`config.mk`:
```
export PLATFORM = sky130hd
export DESIGN_NAME = sm4r_unit
export DESIGN_NICKNAME = d
export VERILOG_FILES = /design/src/rtl/sm4r_pkg.sv /design/src/rtl/sm4r_sbox_rom.sv /design/src/rtl/sm4r_round.sv /design/src/rtl/sm4r_ctrl.sv /design/src/rtl/sm4r_unit.sv
export SDC_FILE = /design/constraint.sdc
export NUM_CORES = 2
export LEC_CHECK = 0
export BUFFER_PORTS_ARGS = -buffer_cell sky130_fd_sc_hd__buf_2
export CORE_ASPECT_RATIO = 1.75
export CORE_UTILIZATION = 59
export DETAILED_ROUTE_END_ITERATION = 10
export PLACE_DENSITY = 0.92
export SYNTH_ARGS = -nofsm -noshare
export SYNTH_HDL_FRONTEND = slang
export SYNTH_SLANG_ARGS = --single-unit
```
`constraint.sdc`:
```
create_clock -name clk -period 6 [get_ports clk]
set_input_delay 0 -clock clk [delete_from_list [all_inputs] [get_ports clk]]
set_output_delay 0 -clock clk [all_outputs]
set_load 0.1 [all_outputs]
```
`src/rtl/sm4r_pkg.sv`:
```
package sm4r_pkg;

    localparam int LANE_W  = 32;
    localparam int LANES   = 4;
    localparam int STATE_W = LANE_W * LANES;
    localparam int BYTE_W  = 8;
    localparam int NBYTES  = LANE_W / BYTE_W;
    localparam int ROM_DEPTH = 1 << BYTE_W;
    localparam int ROUNDS  = LANES;

    localparam logic [7:0] GF_REDUCE = 8'hF5;
    localparam logic [7:0] AFF_ROW   = 8'hA7;
    localparam logic [7:0] AFF_CONST = 8'hD3;

    localparam int ENC_ROT_A = 2;
    localparam int ENC_ROT_B = 10;
    localparam int ENC_ROT_C = 18;
    localparam int ENC_ROT_D = 24;
    localparam int KEY_ROT_A = 13;
    localparam int KEY_ROT_B = 23;

    typedef enum logic [1:0] {
        ST_IDLE = 2'd0,
        ST_RUN  = 2'd1,
        ST_DONE = 2'd2
    } ctrl_state_t;

    function automatic logic [7:0] rotl8(input logic [7:0] v, input int n);
        logic [15:0] dbl;
        dbl = {v, v};
        return dbl[15 - n -: 8];
    endfunction

    function automatic logic [LANE_W-1:0] rotl32(input logic [LANE_W-1:0] w, input int n);
        logic [2*LANE_W-1:0] dbl;
        dbl = {w, w};
        return dbl[2*LANE_W-1 - n -: LANE_W];
    endfunction

    function automatic logic [7:0] gf_mul(input logic [7:0] a, input logic [7:0] b);
        logic [7:0] acc;
        logic [7:0] x;
        acc = '0;
        x   = a;
        for (int i = 0; i < 8; i++) begin
            if (b[i]) acc = acc ^ x;
            x = x[7] ? ({x[6:0], 1'b0} ^ GF_REDUCE) : {x[6:0], 1'b0};
        end
        return acc;
    endfunction

    // a^254 is the multiplicative inverse; zero maps to zero
    function automatic logic [7:0] gf_inv(input logic [7:0] a);
        logic [7:0] p;
        logic [7:0] r;
        p = a;
        r = 8'h01;
        for (int k = 1; k < 8; k++) begin
            p = gf_mul(p, p);
            r = gf_mul(r, p);
        end
        return r;
    endfunction

    function automatic logic [7:0] affine(input logic [7:0] x);
        logic [7:0] y;
        for (int i = 0; i < 8; i++) begin
            y[i] = ^(x & rotl8(AFF_ROW, i));
        end
        return y ^ AFF_CONST;
    endfunction

    function automatic logic [7:0] sbox_value(input logic [7:0] b);
        return affine(gf_inv(affine(b)));
    endfunction

endpackage

```
`src/rtl/sm4r_sbox_rom.sv`:
```
module sm4r_sbox_rom
    import sm4r_pkg::*;
(
    input  logic [BYTE_W-1:0] byte_in,
    output logic [BYTE_W-1:0] byte_out
);
    // contents kept in reverse order: entry a holds S(DEPTH-1-a)
    logic [BYTE_W-1:0] rom [ROM_DEPTH];
    logic [BYTE_W-1:0] addr;

    for (genvar a = 0; a < ROM_DEPTH; a++) begin : g_rom
        assign rom[a] = sbox_value(BYTE_W'(ROM_DEPTH - 1 - a));
    end

    assign addr     = BYTE_W'(ROM_DEPTH - 1) - byte_in;
    assign byte_out = rom[addr];

endmodule

```
`src/rtl/sm4r_round.sv`:
```
module sm4r_round
    import sm4r_pkg::*;
(
    input  logic               key_sel,
    input  logic [STATE_W-1:0] state_in,
    input  logic [LANE_W-1:0]  round_word,
    output logic [STATE_W-1:0] state_out
);
    logic [LANE_W-1:0] w0, w1, w2, w3;
    logic [LANE_W-1:0] mix_in;
    logic [LANE_W-1:0] subst;
    logic [LANE_W-1:0] diff_enc;
    logic [LANE_W-1:0] diff_key;
    logic [LANE_W-1:0] fresh;

    assign w0 = state_in[0*LANE_W +: LANE_W];
    assign w1 = state_in[1*LANE_W +: LANE_W];
    assign w2 = state_in[2*LANE_W +: LANE_W];
    assign w3 = state_in[3*LANE_W +: LANE_W];

    assign mix_in = w1 ^ w2 ^ w3 ^ round_word;

    for (genvar b = 0; b < NBYTES; b++) begin : g_sub
        sm4r_sbox_rom u_rom (
            .byte_in  (mix_in[b*BYTE_W +: BYTE_W]),
            .byte_out (subst[b*BYTE_W +: BYTE_W])
        );
    end

    assign diff_enc = subst ^ rotl32(subst, ENC_ROT_A) ^ rotl32(subst, ENC_ROT_B)
                    ^ rotl32(subst, ENC_ROT_C) ^ rotl32(subst, ENC_ROT_D);
    assign diff_key = subst ^ rotl32(subst, KEY_ROT_A) ^ rotl32(subst, KEY_ROT_B);

    assign fresh     = (key_sel ? diff_key : diff_enc) ^ w0;
    assign state_out = {fresh, state_in[STATE_W-1:LANE_W]};

endmodule

```
`src/rtl/sm4r_ctrl.sv`:
```
module sm4r_ctrl
    import sm4r_pkg::*;
#(
    parameter int NROUNDS = ROUNDS,
    localparam int RND_W = (NROUNDS > 1) ? $clog2(NROUNDS) : 1
)(
    input  logic             clk,
    input  logic             rst,
    input  logic             start,
    output logic             load,
    output logic             step,
    output logic             busy,
    output logic             done,
    output logic [RND_W-1:0] rnd
);
    localparam logic [RND_W-1:0] LAST_RND = RND_W'(NROUNDS - 1);

    ctrl_state_t state_q, state_d;

    // state register and round counter
    always_ff @(posedge clk) begin
        if (rst) begin
            state_q <= ST_IDLE;
            rnd     <= '0;
        end else begin
            state_q <= state_d;
            if (load)      rnd <= '0;
            else if (step) rnd <= rnd + 1'b1;
        end
    end

    always_comb begin
        state_d = state_q;
        unique case (state_q)
            ST_IDLE: if (start) state_d = ST_RUN;
            ST_RUN:  if (rnd == LAST_RND) state_d = ST_DONE;
            ST_DONE: state_d = ST_IDLE;
            default: state_d = ST_IDLE;
        endcase
    end

    // outputs
    always_comb begin
        load = 1'b0;
        step = 1'b0;
        busy = 1'b0;
        done = 1'b0;
        unique case (state_q)
            ST_IDLE: load = start;
            ST_RUN: begin
                step = 1'b1;
                busy = 1'b1;
            end
            ST_DONE: done = 1'b1;
            default: ;
        endcase
    end

    a_r1_busy_after_start: assert property (@(posedge clk) disable iff (rst)
        $rose(busy) |-> $past(start));
    a_r1_last_round_done: assert property (@(posedge clk) disable iff (rst)
        (busy && rnd == LAST_RND) |=> (done && !busy));
    a_r2_done_single: assert property (@(posedge clk) disable iff (rst)
        done |=> !done);
    a_r9_no_restart: assert property (@(posedge clk) disable iff (rst)
        done |=> !busy);

endmodule

```
`src/rtl/sm4r_unit.sv`:
```
module sm4r_unit
    import sm4r_pkg::*;
(
    input  logic               clk,
    input  logic               rst,
    input  logic               start,
    input  logic               key_mode,
    input  logic [STATE_W-1:0] dst_in,
    input  logic [STATE_W-1:0] src1_in,
    input  logic [STATE_W-1:0] src2_in,
    output logic               busy,
    output logic               done,
    output logic [STATE_W-1:0] result
);
    localparam int RND_W = (ROUNDS > 1) ? $clog2(ROUNDS) : 1;

    logic               load, step;
    logic [RND_W-1:0]   rnd;
    logic               mode_q;
    logic [STATE_W-1:0] st_q, st_nxt;
    logic [STATE_W-1:0] rk_q;
    logic [LANE_W-1:0]  rk_word;

    sm4r_ctrl #(.NROUNDS(ROUNDS)) u_ctrl (
        .clk   (clk),
        .rst   (rst),
        .start (start),
        .load  (load),
        .step  (step),
        .busy  (busy),
        .done  (done),
        .rnd   (rnd)
    );

    always_ff @(posedge clk) begin
        if (rst) begin
            st_q   <= '0;
            rk_q   <= '0;
            mode_q <= 1'b0;
        end else if (load) begin
            st_q   <= key_mode ? src1_in : dst_in;
            rk_q   <= key_mode ? src2_in : src1_in;
            mode_q <= key_mode;
        end else if (step) begin
            st_q   <= st_nxt;
        end
    end

    assign rk_word = rk_q[int'(rnd)*LANE_W +: LANE_W];

    sm4r_round u_round (
        .key_sel    (mode_q),
        .state_in   (st_q),
        .round_word (rk_word),
        .state_out  (st_nxt)
    );

    assign result = st_q;

    a_r8_lane_shift: assert property (@(posedge clk) disable iff (rst)
        busy |=> (result[STATE_W-LANE_W-1:0] == $past(result[STATE_W-1:LANE_W])));
    a_r2_result_hold: assert property (@(posedge clk) disable iff (rst)
        (!busy && !load) |=> $stable(result));
    a_r9_mode_kept: assert property (@(posedge clk) disable iff (rst)
        (busy || done) |=> $stable(mode_q));
    a_r10_reset_clear: assert property (@(posedge clk)
        rst |=> (result == '0 && !busy && !done));

endmodule

```
==> results of run 1 <==
-- what timing repair did --
| item | 4_1_cts |
|---|---|
| gates resized for setup | 0 |
| hold endpoints to repair | 223 |
| buffers inserted | 0 |
| hold buffers | 430 |
| setup endpoints to repair | 0 |
-- metrics by stage --
| stage | utilization [%] | cells | worst slack [ps] | hold slack (ps) |
|---|---|---|---|---|
| after floorplan | - | 3939 | 381 | 234 |
| after global placement | 68.0 | 4980 | 795 | 350 |
| after detailed placement | 68.0 | 4980 | 724 | 358 |
| after CTS | 78.1 | 5453 | 704 | 2.17 |
-- routing by layer --
layer  overflow  track usage (%)
met1         36             84.1
met5          4             54.4
met4        444             99.9
met3         62             75.6
met2       1154              108
-- cells in the mapped netlist (all sizes together), types with 15 or more instances --
master   instances
a2111oi         19
a211oi         196
a21o            19
a21oi          246
a221oi         140
a22oi           15
a311o           15
a311oi          37
a31oi           67
and3            15
buf            194
clkbuf         244
dfxtp          261
ha              43
inv             35
mux2i          295
mux4            63
nand2          266
nand3           91
nor2           587
nor3           120
o2111ai         19
o211ai          65
o21ai          247
o221ai          54
o22ai           30
o311ai          41
o31ai           15
or3             19
xnor2          133
xnor3           37
xor2            86
-- cells by family after synthesis --
kind of cell    count (synthesis)  synth area share, %
xor+xnor                      258                 10.1
simple gates                 1182                 16.9
flops                         261                 17.3
buf+inv                       475                 7.07
mux                           364                 14.7
compound gates               1356                 32.1
fa+ha+maj                      43                 1.79
==> results.md, run 1 <==
- H-tree Lvls: 1
- Top FF cell, synth: dfxtp_1
- Post-detail-place hpwl: 131 mm
- Synth cell types: 111
- Total congestion overflow: 1700
- Max Root-Sink Buffers: 3
- Stage reached: 5_1_grt
- First-pass GRT wire length: 363 mm
- Ys Warns: 0
- Share of flip-flops with an asynchronous set or reset: 0%
- Synth Register Bits: 261
- Outcome: did not finish
- TritonCTS sink count: 261
- Cell Area, Synth: 30100 um2
- I/O pin cnt: 518
- Starting Density: 59.7%
- Mapped Cells: 3939
- Post-synth top area share: 17.3%
- Gr usage total: 90.3%
- Vias in the first global route: 49600
- Largest net degree at the start of global routing: 118
- Placed cell areas: 34300 um2
- Main area contributors after synthesis: dfxtp_1, mux2i_1, nor2_1, a211oi_1, mux4_2
- Syn nets: 4370
- EDFF count, synth: 0
- Port Buffers: 517
- Largest area contributor in the netlist: dfxtp_1
- Die X: 173 um
- Die H: 301 um
- Root Buffer: clkbuf_16
- Err: [ERROR GRT-0116] Global routing finished with congestion. Check the congestion regions in the DRC Viewer.
- Rows: 109
- CTS Buf Count: 25
- Sequential share of the synthesized area: 17.3%
- Gpl congestion: 1.36
- Mapped Avg Cell Area: 7.65 um2
==> run 2, diff against run 1 <==
- CORE_ASPECT_RATIO: 1.75 -> unset
- CORE_UTILIZATION: 59 -> 40
- PLACE_DENSITY: 0.92 -> unset
- PLACE_DENSITY_LB_ADDON: unset -> 0.15
==> run 2 against run 1 <==
The run now ends clean. Synthesized cell count unchanged. Synthesized area unchanged.
==> results.md, run 2 <==
- Outcome: finished clean
- H-tree Lvls: 1
- Drc violations: 0
- Gr usage total: 45.5%
- R2R setup slack: 160 ps
- Worst slew margin: 15.6%
- ANT nets after route: 0
- Crit Path Class: flop to flop
- Cell Area, Synth: 30100 um2
- Gpl congestion: 1.06
- Syn nets: 4370
- Largest area contributor in the netlist: dfxtp_1
- Starting Density: 40.5%
- Max cap viols: 0
- Initial drt markers: 6311
- Largest net degree at the start of global routing: 162
- Fin util: 53.8%
- Data required, critical path: 6470 ps
- CP Launch Type: flop
- Setup WS post-layout: 156 ps
- Die H: 276 um
- Critical Path End Type: flop
- Pre-CTS setup slack: 550 ps
- Root Buffer: clkbuf_16
- CP max stage cell: dlygate4sd3_1
- Fin Setup TNS: 0 ps
- Post-detail-place hpwl: 132 mm
- Synth cell types: 111
- DR vias: 39600
- Clock latency on the worst-skew pair: 610 ps
- Worst path max stage delay: 590 ps
- Max Root-Sink Buffers: 3
- Per-cell routed wire length: 31.7 um
- Most frequent cells in the layout: nor2_1, buf_2, dlygate4sd3_1
- Number of antenna violations at the first check in global routing: 13
- Vias in the first global route: 37500
- Die area: 76400 um2
- Postcts setup bufs: 0
- Fin crit share: 97.4%
- EDFF count, synth: 0
- Top FF cell, synth: dfxtp_1
- Post-Route WL: 183 mm
- Core Box Area: 74400 um2
- Main area contributors after synthesis: dfxtp_1, mux2i_1, nor2_1, a211oi_1, mux4_2
- Die X: 276 um
- Slew at the pin closest to its max-slew limit: 1260 ps
- Clock Skew: 30.5 ps
- CTS tree: built
- CP cell instances: buf_12, mux4_2, xnor2_2, inv_2, ha_1, buf_4, nor3_1, o21bai_1, o21ai_0, a31oi_1, o311ai_2, xor2_1, buf_4, xnor2_1, xnor2_1, a221oi_1, nor2_1, dlygate4sd3_1
- DP Cell Count: 5277
- Fin crit period: 5840 ps
- Sequential share of the synthesized area: 17.3%
- Ys Warns: 0
- Most frequent cell after synthesis: nor2_1
- Fmax: 0.171 GHz
- Arr. time, crit path: 6320 ps
- Mapped Cells: 3939
- Synth Register Bits: 261
- Share of layout cells above drive strength 1: 21.5%
- I/O pin cnt: 518
- Final setup violating endpoints: 0
- Post-layout nets: 5193
- First-pass GRT wire length: 262 mm
- Final Hold Fails: 0
- Synth-to-layout area growth: 32.8%
- Worst-path clk slew: 70 ps
- Share of flip-flops with an asynchronous set or reset: 0%
- Max Slew Vio Count: 0
- Most common library cells after synthesis: nor2_1, mux2i_1, nand2_1
- Mapped Avg Cell Area: 7.65 um2
- Router iterations before antenna repair: 7
- Port Buffers: 517
- Post-synth top area share: 17.3%
- RSZ-0062 raised after global routing: no
- TritonCTS sink count: 261
- CTS Buf Count: 29
- Vias per cell: 6.88
- Post-route insts no fill: 5757
- Total congestion overflow: 0
- Max Fanout on Critical Path: 29
- Rows: 100
- Most common cell after layout, fill and taps aside: nor2_1
- Hold Crit Class: primary input to flop
-- run 2: layout make-up --
type | count | area, um2
fillers | 6955 | 34400
multi-input cells | 3204 | 23100
repair buffers | 1229 | 9290
flip-flops and latches | 261 | 5230
well taps | 969 | 1210
clock buffers | 36 | 802
clock inverters | 13 | 231
inverters | 37 | 141
diodes | 8 | 20.0
-- run 2: worst paths after layout --
check | startpoint | endpoint | cells past startpoint
hold / removal | src1_in[121] | result[121]$_SDFFE_PP0P_ | 5
hold reg to reg | rk_q[93]$_SDFFE_PP0P_ | rk_q[93]$_SDFFE_PP0P_ | 2
setup / recovery | u_ctrl.rnd[0]$_SDFFE_PP0P_ | result[118]$_SDFFE_PP0P_ | 18
setup reg to reg | u_ctrl.rnd[0]$_SDFFE_PP0P_ | result[118]$_SDFFE_PP0P_ | 18
-- run 2: cells by family (layout without fill, tap and decap cells) --
| group | Yosys count | after routing | share of synthesized area (%) |
|---|---|---|---|
| compound gates | 1356 | 1356 | 32.1 |
| xor+xnor | 258 | 259 | 10.1 |
| simple gates | 1182 | 1182 | 16.9 |
| other cells | 0 | 8 | 0 |
| buf+inv | 475 | 1315 | 7.07 |
| mux | 364 | 364 | 14.7 |
| fa+ha+maj | 43 | 43 | 1.79 |
| flops | 261 | 261 | 17.3 |
-- run 2: repair_timing --
item / in CTS / in global routing
endpoints found under the hold margin: 213 / 0
resized for setup: 0 / 5
hold buffers: 422 / 0
setup endpoints to repair: 0 / 1
-- run 2: routing by layer --
layer	vias up	global-route usage (%)	share of wire [%]	wire, um
met3	713	13.6	13	24100
met2	3281	69.7	43	78400
li1	16700	-	-	-
met1	18900	57.5	38	68500
met4	4	23.9	6.4	11600
met5	-	0	0.013	23
-- run 2: critical path, delay by kind of cell (launching register included) --
kind	cells	cell delay, ps
xor gates and xnor gates	4	880
muxes	1	580
buffers and inverters	5	1370
AOI/OAI and AO/OA	5	1620
adders and majority gates	1	280
and+or+nand+nor	2	550
DFF	1	350
-- run 2: metrics by stage --
step / hold slack (ps) / cell area, um2
2_1_floorplan: 234 / 30100
3_3_place_gp: 347 / 34700
3_5_place_dp: 358 / 34700
4_1_cts: 2.28 / 39900
5_1_grt: 38.7 / 40000
6_report: 20.6 / 40000
Power of run 2 is not shown: default switching activity piles up to over one toggle a cycle in this logic, so the estimate is an artifact.
